**src/rtl/ycc422_demux_pkg.sv**
```systemverilog
package ycc422_demux_pkg;
  localparam int unsigned GROUP_LEN = 4;
  localparam int unsigned PH_W      = $clog2(GROUP_LEN);

  typedef enum logic [PH_W-1:0] {
    SLOT_CB = 2'd0,
    SLOT_Y0 = 2'd1,
    SLOT_CR = 2'd2,
    SLOT_Y1 = 2'd3
  } slot_t;
endpackage

```
**src/rtl/ycc422_rst_sync.sv**
```systemverilog
module ycc422_rst_sync #(
  parameter int unsigned STAGES = 2
) (
  input  logic clk,
  input  logic rst_n,
  output logic rst_sync_n
);
  logic [STAGES-1:0] chain_q;

  always_ff @(posedge clk or negedge rst_n) begin
    if (!rst_n) chain_q <= '0;
    else        chain_q <= {chain_q[STAGES-2:0], 1'b1};
  end

  assign rst_sync_n = chain_q[STAGES-1];
endmodule

```
**src/rtl/ycc422_en_reg.sv**
```systemverilog
module ycc422_en_reg #(
  parameter int unsigned W = 10
) (
  input  logic         clk,
  input  logic         rst_n,
  input  logic         en,
  input  logic [W-1:0] d,
  output logic [W-1:0] q
);
  always_ff @(posedge clk or negedge rst_n) begin
    if (!rst_n)  q <= '0;
    else if (en) q <= d;
  end
endmodule

```
**src/rtl/ycc422_phase_tracker.sv**
```systemverilog
module ycc422_phase_tracker
  import ycc422_demux_pkg::*;
(
  input  logic  clk,
  input  logic  rst_n,
  input  logic  sync_i,
  output slot_t cur_slot
);
  logic  sync_q;
  slot_t slot_q, slot_d;
  logic  sync_fall;

  // a fall is seen in the cycle whose word is the Cb
  assign sync_fall = sync_q & ~sync_i;

  always_comb begin
    cur_slot = sync_fall ? SLOT_CB : slot_q;
    slot_d   = slot_t'(cur_slot + 2'd1);
  end

  always_ff @(posedge clk or negedge rst_n) begin
    if (!rst_n) begin
      sync_q <= 1'b0;
      slot_q <= SLOT_CB;
    end else begin
      sync_q <= sync_i;
      slot_q <= slot_d;
    end
  end
endmodule

```
**src/rtl/ycc422_lane_capture.sv**
```systemverilog
module ycc422_lane_capture
  import ycc422_demux_pkg::*;
#(
  parameter int unsigned W = 10
) (
  input  logic            clk,
  input  logic            rst_n,
  input  slot_t           cur_slot,
  input  logic [W-1:0]    din,
  output logic [W-1:0]    y,
  output logic            y_vld,
  output logic [W-1:0]    cb,
  output logic [W-1:0]    cr,
  output logic            c_vld,
  output logic [PH_W-1:0] phase
);
  logic            en_y, en_cb, en_pair;
  logic [W-1:0]    cb_hold;
  logic            y_vld_d, c_vld_d;

  always_comb begin
    en_cb   = (cur_slot == SLOT_CB);
    en_pair = (cur_slot == SLOT_CR);
    en_y    = (cur_slot == SLOT_Y0) || (cur_slot == SLOT_Y1);
    y_vld_d = en_y;
    c_vld_d = en_pair;
  end

  ycc422_en_reg #(.W(W)) u_cb_hold (
    .clk(clk), .rst_n(rst_n), .en(en_cb),   .d(din),     .q(cb_hold));
  ycc422_en_reg #(.W(W)) u_y_out (
    .clk(clk), .rst_n(rst_n), .en(en_y),    .d(din),     .q(y));
  ycc422_en_reg #(.W(W)) u_cb_out (
    .clk(clk), .rst_n(rst_n), .en(en_pair), .d(cb_hold), .q(cb));
  ycc422_en_reg #(.W(W)) u_cr_out (
    .clk(clk), .rst_n(rst_n), .en(en_pair), .d(din),     .q(cr));

  always_ff @(posedge clk or negedge rst_n) begin
    if (!rst_n) begin
      y_vld <= 1'b0;
      c_vld <= 1'b0;
      phase <= '0;
    end else begin
      y_vld <= y_vld_d;
      c_vld <= c_vld_d;
      phase <= cur_slot;
    end
  end
endmodule

```
**src/rtl/ycc422_demux.sv**
```systemverilog
module ycc422_demux
  import ycc422_demux_pkg::*;
#(
  parameter int unsigned W          = 10,
  parameter int unsigned RST_STAGES = 2
) (
  input  logic         clk,
  input  logic         rst_n,
  input  logic         sync_i,
  input  logic [W-1:0] din_i,
  output logic [W-1:0] y_o,
  output logic         y_vld_o,
  output logic [W-1:0] cb_o,
  output logic [W-1:0] cr_o,
  output logic         c_vld_o,
  output logic [1:0]   phase_o
);
  logic  rst_int_n;
  slot_t cur_slot;

  ycc422_rst_sync #(.STAGES(RST_STAGES)) u_rst (
    .clk(clk), .rst_n(rst_n), .rst_sync_n(rst_int_n));

  ycc422_phase_tracker u_phase (
    .clk(clk), .rst_n(rst_int_n), .sync_i(sync_i), .cur_slot(cur_slot));

  ycc422_lane_capture #(.W(W)) u_lanes (
    .clk(clk), .rst_n(rst_int_n), .cur_slot(cur_slot), .din(din_i),
    .y(y_o), .y_vld(y_vld_o), .cb(cb_o), .cr(cr_o), .c_vld(c_vld_o),
    .phase(phase_o));
endmodule

```
**config.mk**
```make
export PLATFORM = sky130hd
export DESIGN_NAME = ycc422_demux
export DESIGN_NICKNAME = d
export VERILOG_FILES = /design/src/rtl/ycc422_demux_pkg.sv /design/src/rtl/ycc422_rst_sync.sv /design/src/rtl/ycc422_en_reg.sv /design/src/rtl/ycc422_phase_tracker.sv /design/src/rtl/ycc422_lane_capture.sv /design/src/rtl/ycc422_demux.sv
export SDC_FILE = /design/constraint.sdc
export NUM_CORES = 1
export LEC_CHECK = 0
export CAP_MARGIN = 20
export CORE_UTILIZATION = 51
export DETAILED_ROUTE_END_ITERATION = 16
export GPL_TIMING_DRIVEN = 0
export PLACE_DENSITY_LB_ADDON = 0.08
export SLEW_MARGIN = 0
export SYNTH_ARGS = -nofsm -noshare
export SYNTH_HDL_FRONTEND = slang
export SYNTH_HIERARCHICAL = 1
export SYNTH_SLANG_ARGS = --single-unit
```
**constraint.sdc**
```tcl
create_clock -name clk -period 3.2 [get_ports clk]
set_clock_uncertainty 0.2 [all_clocks]
set_input_delay 0.64 -clock clk [delete_from_list [all_inputs] [get_ports clk]]
set_output_delay 0.64 -clock clk [all_outputs]
set_load 0.03 [all_outputs]
```
==> results of run 1 <==
-- per-stage QoR --
step           cells   util  instance area [µm²]
3_5_place_dp     198  0.679                 2480
5_1_grt          206  0.711                 2600
6_report         206  0.711                 2600
3_3_place_gp     197  0.671                 2460
4_1_cts          206  0.711                 2600
2_1_floorplan    103      -                 1940
-- worst max path at each step --
stage                            endpoint  slack (ns)  cells past startpoint
global placement    u_lanes/u_cr_out/q[1]        0.67                      6
finish              u_lanes/u_cr_out/q[1]        0.93                      6
global route        u_lanes/u_cr_out/q[0]        0.88                      6
floorplan           u_lanes/u_cb_out/q[0]        1.19                      5
CTS                 u_lanes/u_cr_out/q[1]        0.93                      6
detailed placement  u_lanes/u_cr_out/q[7]        0.61                      6
-- sequential cells by signal, summed over array words and instances, names as in the netlist --
name and flops:
u_lanes/phase 2, u_lanes/c_vld 1, u_lanes/u_y_out/q 10, u_lanes/u_cb_out/q 10, u_phase/sync_q 1, u_phase/slot_q 2, u_lanes/u_cb_hold/q 10, u_lanes/u_cr_out/q 10
u_rst/chain_q 2, u_lanes/y_vld 1
-- power by group --
group | switching, mW | internal, mW
sequential | 0.129 | 0.841
clock | 0.186 | 0.255
combinational | 0.546 | 0.631
total | 0.862 | 1.73
-- synth_stat cells --
library cell | count | area, µm²
sky130_fd_sc_hd__clkbuf_1 | 1 | 3.75
sky130_fd_sc_hd__buf_6 | 4 | 45.0
sky130_fd_sc_hd__conb_1 | 1 | 3.75
sky130_fd_sc_hd__dfrtp_1 | 49 | 1230
sky130_fd_sc_hd__and2_1 | 2 | 12.5
sky130_fd_sc_hd__nand2b_4 | 1 | 13.8
sky130_fd_sc_hd__and2_2 | 1 | 7.51
sky130_fd_sc_hd__nand2_1 | 1 | 3.75
sky130_fd_sc_hd__nor2b_1 | 1 | 6.26
sky130_fd_sc_hd__mux2_4 | 40 | 601
sky130_fd_sc_hd__xor2_1 | 1 | 8.76
sky130_fd_sc_hd__nor2_1 | 1 | 3.75
-- cells by family (layout without fill, tap and decap cells) --
logic type    count (synthesis)  after routing
flops                        49             49
mux                          40             40
simple gates                  7              7
buf+inv                       5             60
other cells                   1              1
xor+xnor                      1              1
-- routing by layer --
| metal | track usage | part of all wire |
|---|---|---|
| met2 | 0.286 | 0.47 |
| met5 | 0 | 0 |
| met3 | 0.0634 | 0.047 |
| met1 | 0.240 | 0.47 |
| met4 | 0.0682 | 0.0089 |
-- layout make-up --
cell class	instances	area, µm²	share of cell area
plain buffers	5	48.8	0.0188
clock inverters	1	30.0	0.0115
repair buffers	47	488	0.188
flip-flops and latches	49	1230	0.472
multi-input cells	49	661	0.254
clock buffers	7	86.3	0.0332
well taps	48	60.1	0.0231
==> impl_summary.log, run 1 <==
[metrics] setup repair after global routing missed its margin: no
[metrics] post-synthesis instance total: about 100
[metrics] post-synth net total: around 120
[metrics] post-CTS clock slew at the launch and capture registers of the worst setup and hold paths: about 0.08 ns
[metrics] largest net degree at the start of global routing: 27
[metrics] Period minus WS final: between 2 and 2.5 ns
[metrics] critical path class: primary input to register
[metrics] Design Power: 2.59 mW
[metrics] global-route usage over all layers: 0.185
[metrics] Yosys Warn Count: 6
[metrics] clock root buffer: sky130_fd_sc_hd__clkbuf_8
[metrics] Data required, critical path: roughly 3.2 ns
[metrics] Critical Path Sink Type: register
[metrics] TritonCTS clock tree: yes
[metrics] FF-to-FF Start: u_phase/sync_q
[metrics] drt via density: around 5
[metrics] buffers from clock root to sink, at most: 2
[metrics] Routed wire per std cell: around 16 µm
[metrics] quantity of hold-fixing buffers added after cts: 0
[metrics] CP Cell Sequence: clkdlybuf4s50_1, nand2b_4, and2_2, nor2b_1, buf_6, mux2_4
[metrics] Fin. Hold Viols: 0
[metrics] maximum net fanout on the critical path: 10
[metrics] standard cell core area: 0.00366 mm²
[metrics] # fillers: 243
[metrics] Syn Std Cell Area: 0.00194 mm²
[metrics] critical path's slowest cell: sky130_fd_sc_hd__clkdlybuf4s50_1
[metrics] fin. max-slew vios: 0
[metrics] chip height: roughly 64 µm
[metrics] Final Cycle Share: 0.709
[metrics] # nets final: 170
[metrics] delay of the slowest cell on the worst path: between 0.4 and 0.5 ns
[metrics] R2R depth: 5
[metrics] reg-to-reg slack, setup: ~1.4 ns
[metrics] multiplexer share of the synthesized area: 0.310
[metrics] smallest hold slack: about 0.055 ns
[metrics] Placement Rows: 22
[metrics] share of synthesized cell area in full adder, half adder and majority cells: 0
[metrics] Peak VDD IR: between 0.5 and 0.6 mV
[metrics] CTS sink count: 49
[metrics] post-synthesis sequential element count: 49
[metrics] I/O Buffers: 46
[metrics] element type at the critical path start: primary input
[metrics] P&R area growth vs syn: 34.4%
[metrics] peak clock frequency supported by timing: around 0.44 GHz
[metrics] I/O Pins: 47
[metrics] first-pass GRT wire length: 5530 µm
[metrics] area fraction in and, or, nand and nor cells after synthesis: 0.0246
[metrics] half-perimeter wire length after detailed placement: about 2200 µm
[metrics] number of antenna violations at the first check in global routing: 0
[metrics] leading cell type in the layout, fill and taps excluded: sky130_fd_sc_hd__dfrtp_1
[metrics] residual DRC count: 0
[metrics] number of maximum-capacitance constraint violations: 0
[metrics] capture point of the worst reg-to-reg path: u_lanes/u_cr_out/q[1]
[metrics] Horiz. Die Dim: about 64 µm
[metrics] leakage: 1.19 nW
[metrics] number of cells upsized or downsized after cts: 0
[metrics] Final setup violation count: 0
[metrics] result of the run: complete, no violations
[metrics] router iterations before antenna repair: 4
[metrics] Vias: 1,009
[metrics] via count of the first global-routing pass: approximately 1,100
[metrics] Critical path buffers and inverters: 2
[metrics] detailed-route wire length: roughly 3200 µm
[metrics] leading cell types in the layout, fill and taps excluded: sky130_fd_sc_hd__dfrtp_1, sky130_fd_sc_hd__clkdlybuf4s50_1, sky130_fd_sc_hd__mux2_4
[metrics] Compound-Gate Fraction of Synth Area: 0
[metrics] insertion delay of the later-clocked pin in the worst-skew pair: slightly below 0.3 ns
[metrics] initial DRC count: 13
[metrics] power density relative to cell area: 995 mW/mm²
[metrics] number of buffers inserted to repair setup after CTS: 0
[metrics] maximum level of the CTS H-tree: 2
[metrics] crit path from: sync_i
[metrics] sequential element share of the synthesized area: 0.633
[metrics] Crit path max-delay family: buffers and inverters
[metrics] Arr. time, crit path: around 2.2 ns
[metrics] Mean Syn Cell Area: between 15 and 20 µm²
[metrics] Setup Slack @ Placement: slightly above 0.6 ns
[metrics] ant diodes: 0
[metrics] starting utilization of the core area: 0.529
[metrics] Routed Antenna Nets: 0
[metrics] class of the tightest hold or removal check: register to asynchronous set/reset pin
[metrics] Distinct cells, synth: 12
[metrics] largest family of logic cells by synthesized area: multiplexers
[metrics] final worst slack: around 0.93 ns
[metrics] layout cells sized above 1: 0.348
[metrics] sum of negative setup slack: 0 ns
[metrics] relative slew slack: 0.645
[metrics] Die Footprint: slightly above 0.004 mm²
[metrics] routability cong.: between 0.6 and 0.7
[metrics] CTS buffer count: 5
[metrics] transition time at the pin with the least slew margin: 0.533 ns
[metrics] Synth Area in XOR/XNOR: 0.00452
[metrics] final global-route overflow total: 0
Note: power is estimated with default switching activity, not from simulation.
==> run 2: changes to the inputs <==
CORE_UTILIZATION = 44   (was 51)
clock period = 2.05 ns   (was 3.2 ns; I/O delays follow)
==> run 2 against run 1 <==
Sequential power increased by 56%. Sequential share of layout area increased by 0.25 points. Largest power group unchanged. Clock power up 31%. Critical path depth down 5. Non-clock buffer count up 1. Global-route usage decreased by 1.6 points. Power rose by 52%. Largest cell class unchanged. Register-to-register slack got worse by 1.0 ns. Routed wire length grew 3.6%. Clock-buffer cell count rose by 1. Die area up 15%. Critical endpoint is now cr_o[3].
==> impl_summary.log, run 2 (synthesis results as in run 1) <==
[metrics] # fillers: roughly 320
[metrics] Arr. time, crit path: ~1.4 ns
[metrics] Die Footprint: 0.00467 mm²
[metrics] number of antenna violations at the first check in global routing: 0
[metrics] post-CTS clock slew at the launch and capture registers of the worst setup and hold paths: around 0.080 ns
[metrics] Horiz. Die Dim: 68.3 µm
[metrics] ant diodes: 0
[metrics] Sequential Area: approximately 0.0012 mm²
[metrics] peak clock frequency supported by timing: 0.510 GHz
[metrics] standard cell core area: 0.00412 mm²
[metrics] starting utilization of the core area: 0.470
[metrics] footprint of the multi-input gates: 668 µm²
[metrics] first-pass GRT wire length: ~5400 µm
[metrics] buffers from clock root to sink, at most: 2
[metrics] CP Cell Sequence: clkdlybuf4s50_1
[metrics] class of the tightest hold or removal check: register to asynchronous set/reset pin
[metrics] number of maximum-capacitance constraint violations: 0
[metrics] half-perimeter wire length after detailed placement: between 2000 and 2500 µm
[metrics] leading cell types in the layout, fill and taps excluded: sky130_fd_sc_hd__dfrtp_1, sky130_fd_sc_hd__clkdlybuf4s50_1, sky130_fd_sc_hd__mux2_4
[metrics] setup repair after global routing missed its margin: no
[metrics] CTS sink count: 49
[metrics] critical path class: register to primary output
[metrics] fin. max-slew vios: 0
[metrics] initial DRC count: 37
[metrics] Vias: between 900 and 1,000
[metrics] CTS buffer count: 5
[metrics] drt via density: about 4.8
[metrics] final worst slack: 0.0878 ns
[metrics] global-route usage over all layers: 0.169
[metrics] # nets final: roughly 170
[metrics] layout cells sized above 1: 0.346
[metrics] Routed Antenna Nets: 0
[metrics] Final Non-Filler Cells: between 200 and 250
[metrics] Setup Slack @ Placement: -0.312 ns
[metrics] result of the run: complete, no violations
[metrics] Routed wire per std cell: around 16 µm
[metrics] Fin. Hold Viols: 0
[metrics] Critical Path Sink Type: primary output
[metrics] Final setup violation count: 0
[metrics] chip height: 68.3 µm
[metrics] element type at the critical path start: register
[metrics] insertion delay of the later-clocked pin in the worst-skew pair: 0.30 ns
[metrics] clock root buffer: sky130_fd_sc_hd__clkbuf_8
[metrics] routability cong.: approximately 0.63
[metrics] power density relative to cell area: ~1500 mW/mm²
[metrics] Critical path buffers and inverters: 1
[metrics] residual DRC count: 0
[metrics] reg-to-reg slack, setup: approximately 0.36 ns
[metrics] capture point of the worst reg-to-reg path: u_lanes/u_cr_out/q[7]
[metrics] final global-route overflow total: 0
[metrics] TritonCTS clock tree: yes
[metrics] number of placed instances, taps included: 200
[metrics] router iterations before antenna repair: 2
[metrics] leading cell type in the layout, fill and taps excluded: sky130_fd_sc_hd__dfrtp_1
[metrics] Final Cycle Share: 0.957
[metrics] Crit path max-delay family: buffers and inverters
[metrics] largest net degree at the start of global routing: 40
[metrics] I/O Buffers: 46
[metrics] Period minus WS final: just under 2 ns
[metrics] R2R depth: 5
[metrics] Peak VDD IR: about 0.72 mV
[metrics] I/O Pins: 47
[metrics] Data required, critical path: about 1.4 ns
[metrics] detailed-route wire length: between 3000 and 4000 µm
[metrics] P&R area growth vs syn: 33.7%
[metrics] number of buffers inserted to repair setup after CTS: 0
[metrics] maximum net fanout on the critical path: 2
[metrics] FF-to-FF Start: u_phase/sync_q
[metrics] leakage: 1.18 nW
[metrics] maximum level of the CTS H-tree: 2
[metrics] delay of the slowest cell on the worst path: approximately 0.7 ns
[metrics] Placement Rows: 23
[metrics] critical path's slowest cell: sky130_fd_sc_hd__clkdlybuf4s50_1
[metrics] via count of the first global-routing pass: about 1,100
==> run 2: cell count changes in the layout (fill, tap and decap cells not counted) <==
cell,delta
sky130_fd_sc_hd__dlygate4sd3_1,+1
sky130_fd_sc_hd__buf_16,-1
sky130_fd_sc_hd__clkbuf_1,+1
sky130_fd_sc_hd__bufinv_16,-1
sky130_fd_sc_hd__nor2b_4,+1
sky130_fd_sc_hd__nor2b_1,-1
sky130_fd_sc_hd__buf_12,+1
==> run 2: how the worst max path moves through the flow <==
stage | startpoint | depth (start not counted) | endpoint | slack (ns)
after floorplan | sync_i | 5 | u_lanes/u_cb_out/q[0] | 0.27
after global placement | sync_i | 6 | u_lanes/u_cr_out/q[0] | -0.27
after detailed placement | sync_i | 6 | u_lanes/u_cr_out/q[2] | -0.31
after CTS | u_lanes/u_cr_out/q[0] | 1 | cr_o[0] | 0.08
after global routing | u_lanes/u_cb_out/q[8] | 1 | cb_o[8] | 0.03
final | u_lanes/u_cr_out/q[3] | 1 | cr_o[3] | 0.09
==> run 2: area by class of cell <==
type                       count  share of cell area
sequential                    49               0.474
multi-input combinational     49               0.258
timing repair buffer          48               0.190
clock buffer                   8              0.0348
tap                           50              0.0242
buffer                         5              0.0189
==> run 2: metrics by stage <==
| step | instance area (µm²) | hold slack (ns) | setup TNS (ns) | total power [mW] | utilization |
|---|---|---|---|---|---|
| 2_1_floorplan | 1940 | -0.0856 | 0 | 2.70 | - |
| 3_3_place_gp | 2460 | 0.137 | -7.89 | 3.34 | 0.597 |
| 3_5_place_dp | 2480 | -0.0721 | -8.44 | 3.37 | 0.603 |
| 4_1_cts | 2580 | 0.0581 | 0 | 3.96 | 0.628 |
| 5_1_grt | 2590 | 0.0532 | 0 | 4.13 | 0.629 |
| 6_report | 2590 | 0.0419 | 0 | 3.93 | 0.629 |
==> run 2: layer usage <==
| layer | routed length (µm) | share of wire | up-vias | track usage |
|---|---|---|---|---|
| met2 | 1540 | 0.46 | 34 | 0.248 |
| met1 | 1600 | 0.47 | 504 | 0.222 |
| met5 | 0 | 0 | - | 0 |
| li1 | - | - | 455 | - |
| met4 | 51 | 0.015 | 0 | 0.0703 |
| met3 | 179 | 0.053 | 5 | 0.0667 |
==> run 2: power by group <==
group	total (mW)	internal (mW)	switching [mW]	leakage, nW
logic	1.85	0.990	0.860	0.556
registers	1.51	1.31	0.193	0.576
clock network	0.577	0.276	0.302	0.0455
total	3.93	2.58	1.35	1.18
==> run 2: timing repair <==
action | in CTS | in global routing
endpoints found under the setup margin | 4 | 1
cloned | 0 | 0
endpoints found under the hold margin | 8 | 0
hold buffers | 1 | 0
gates resized for setup | 1 | 1
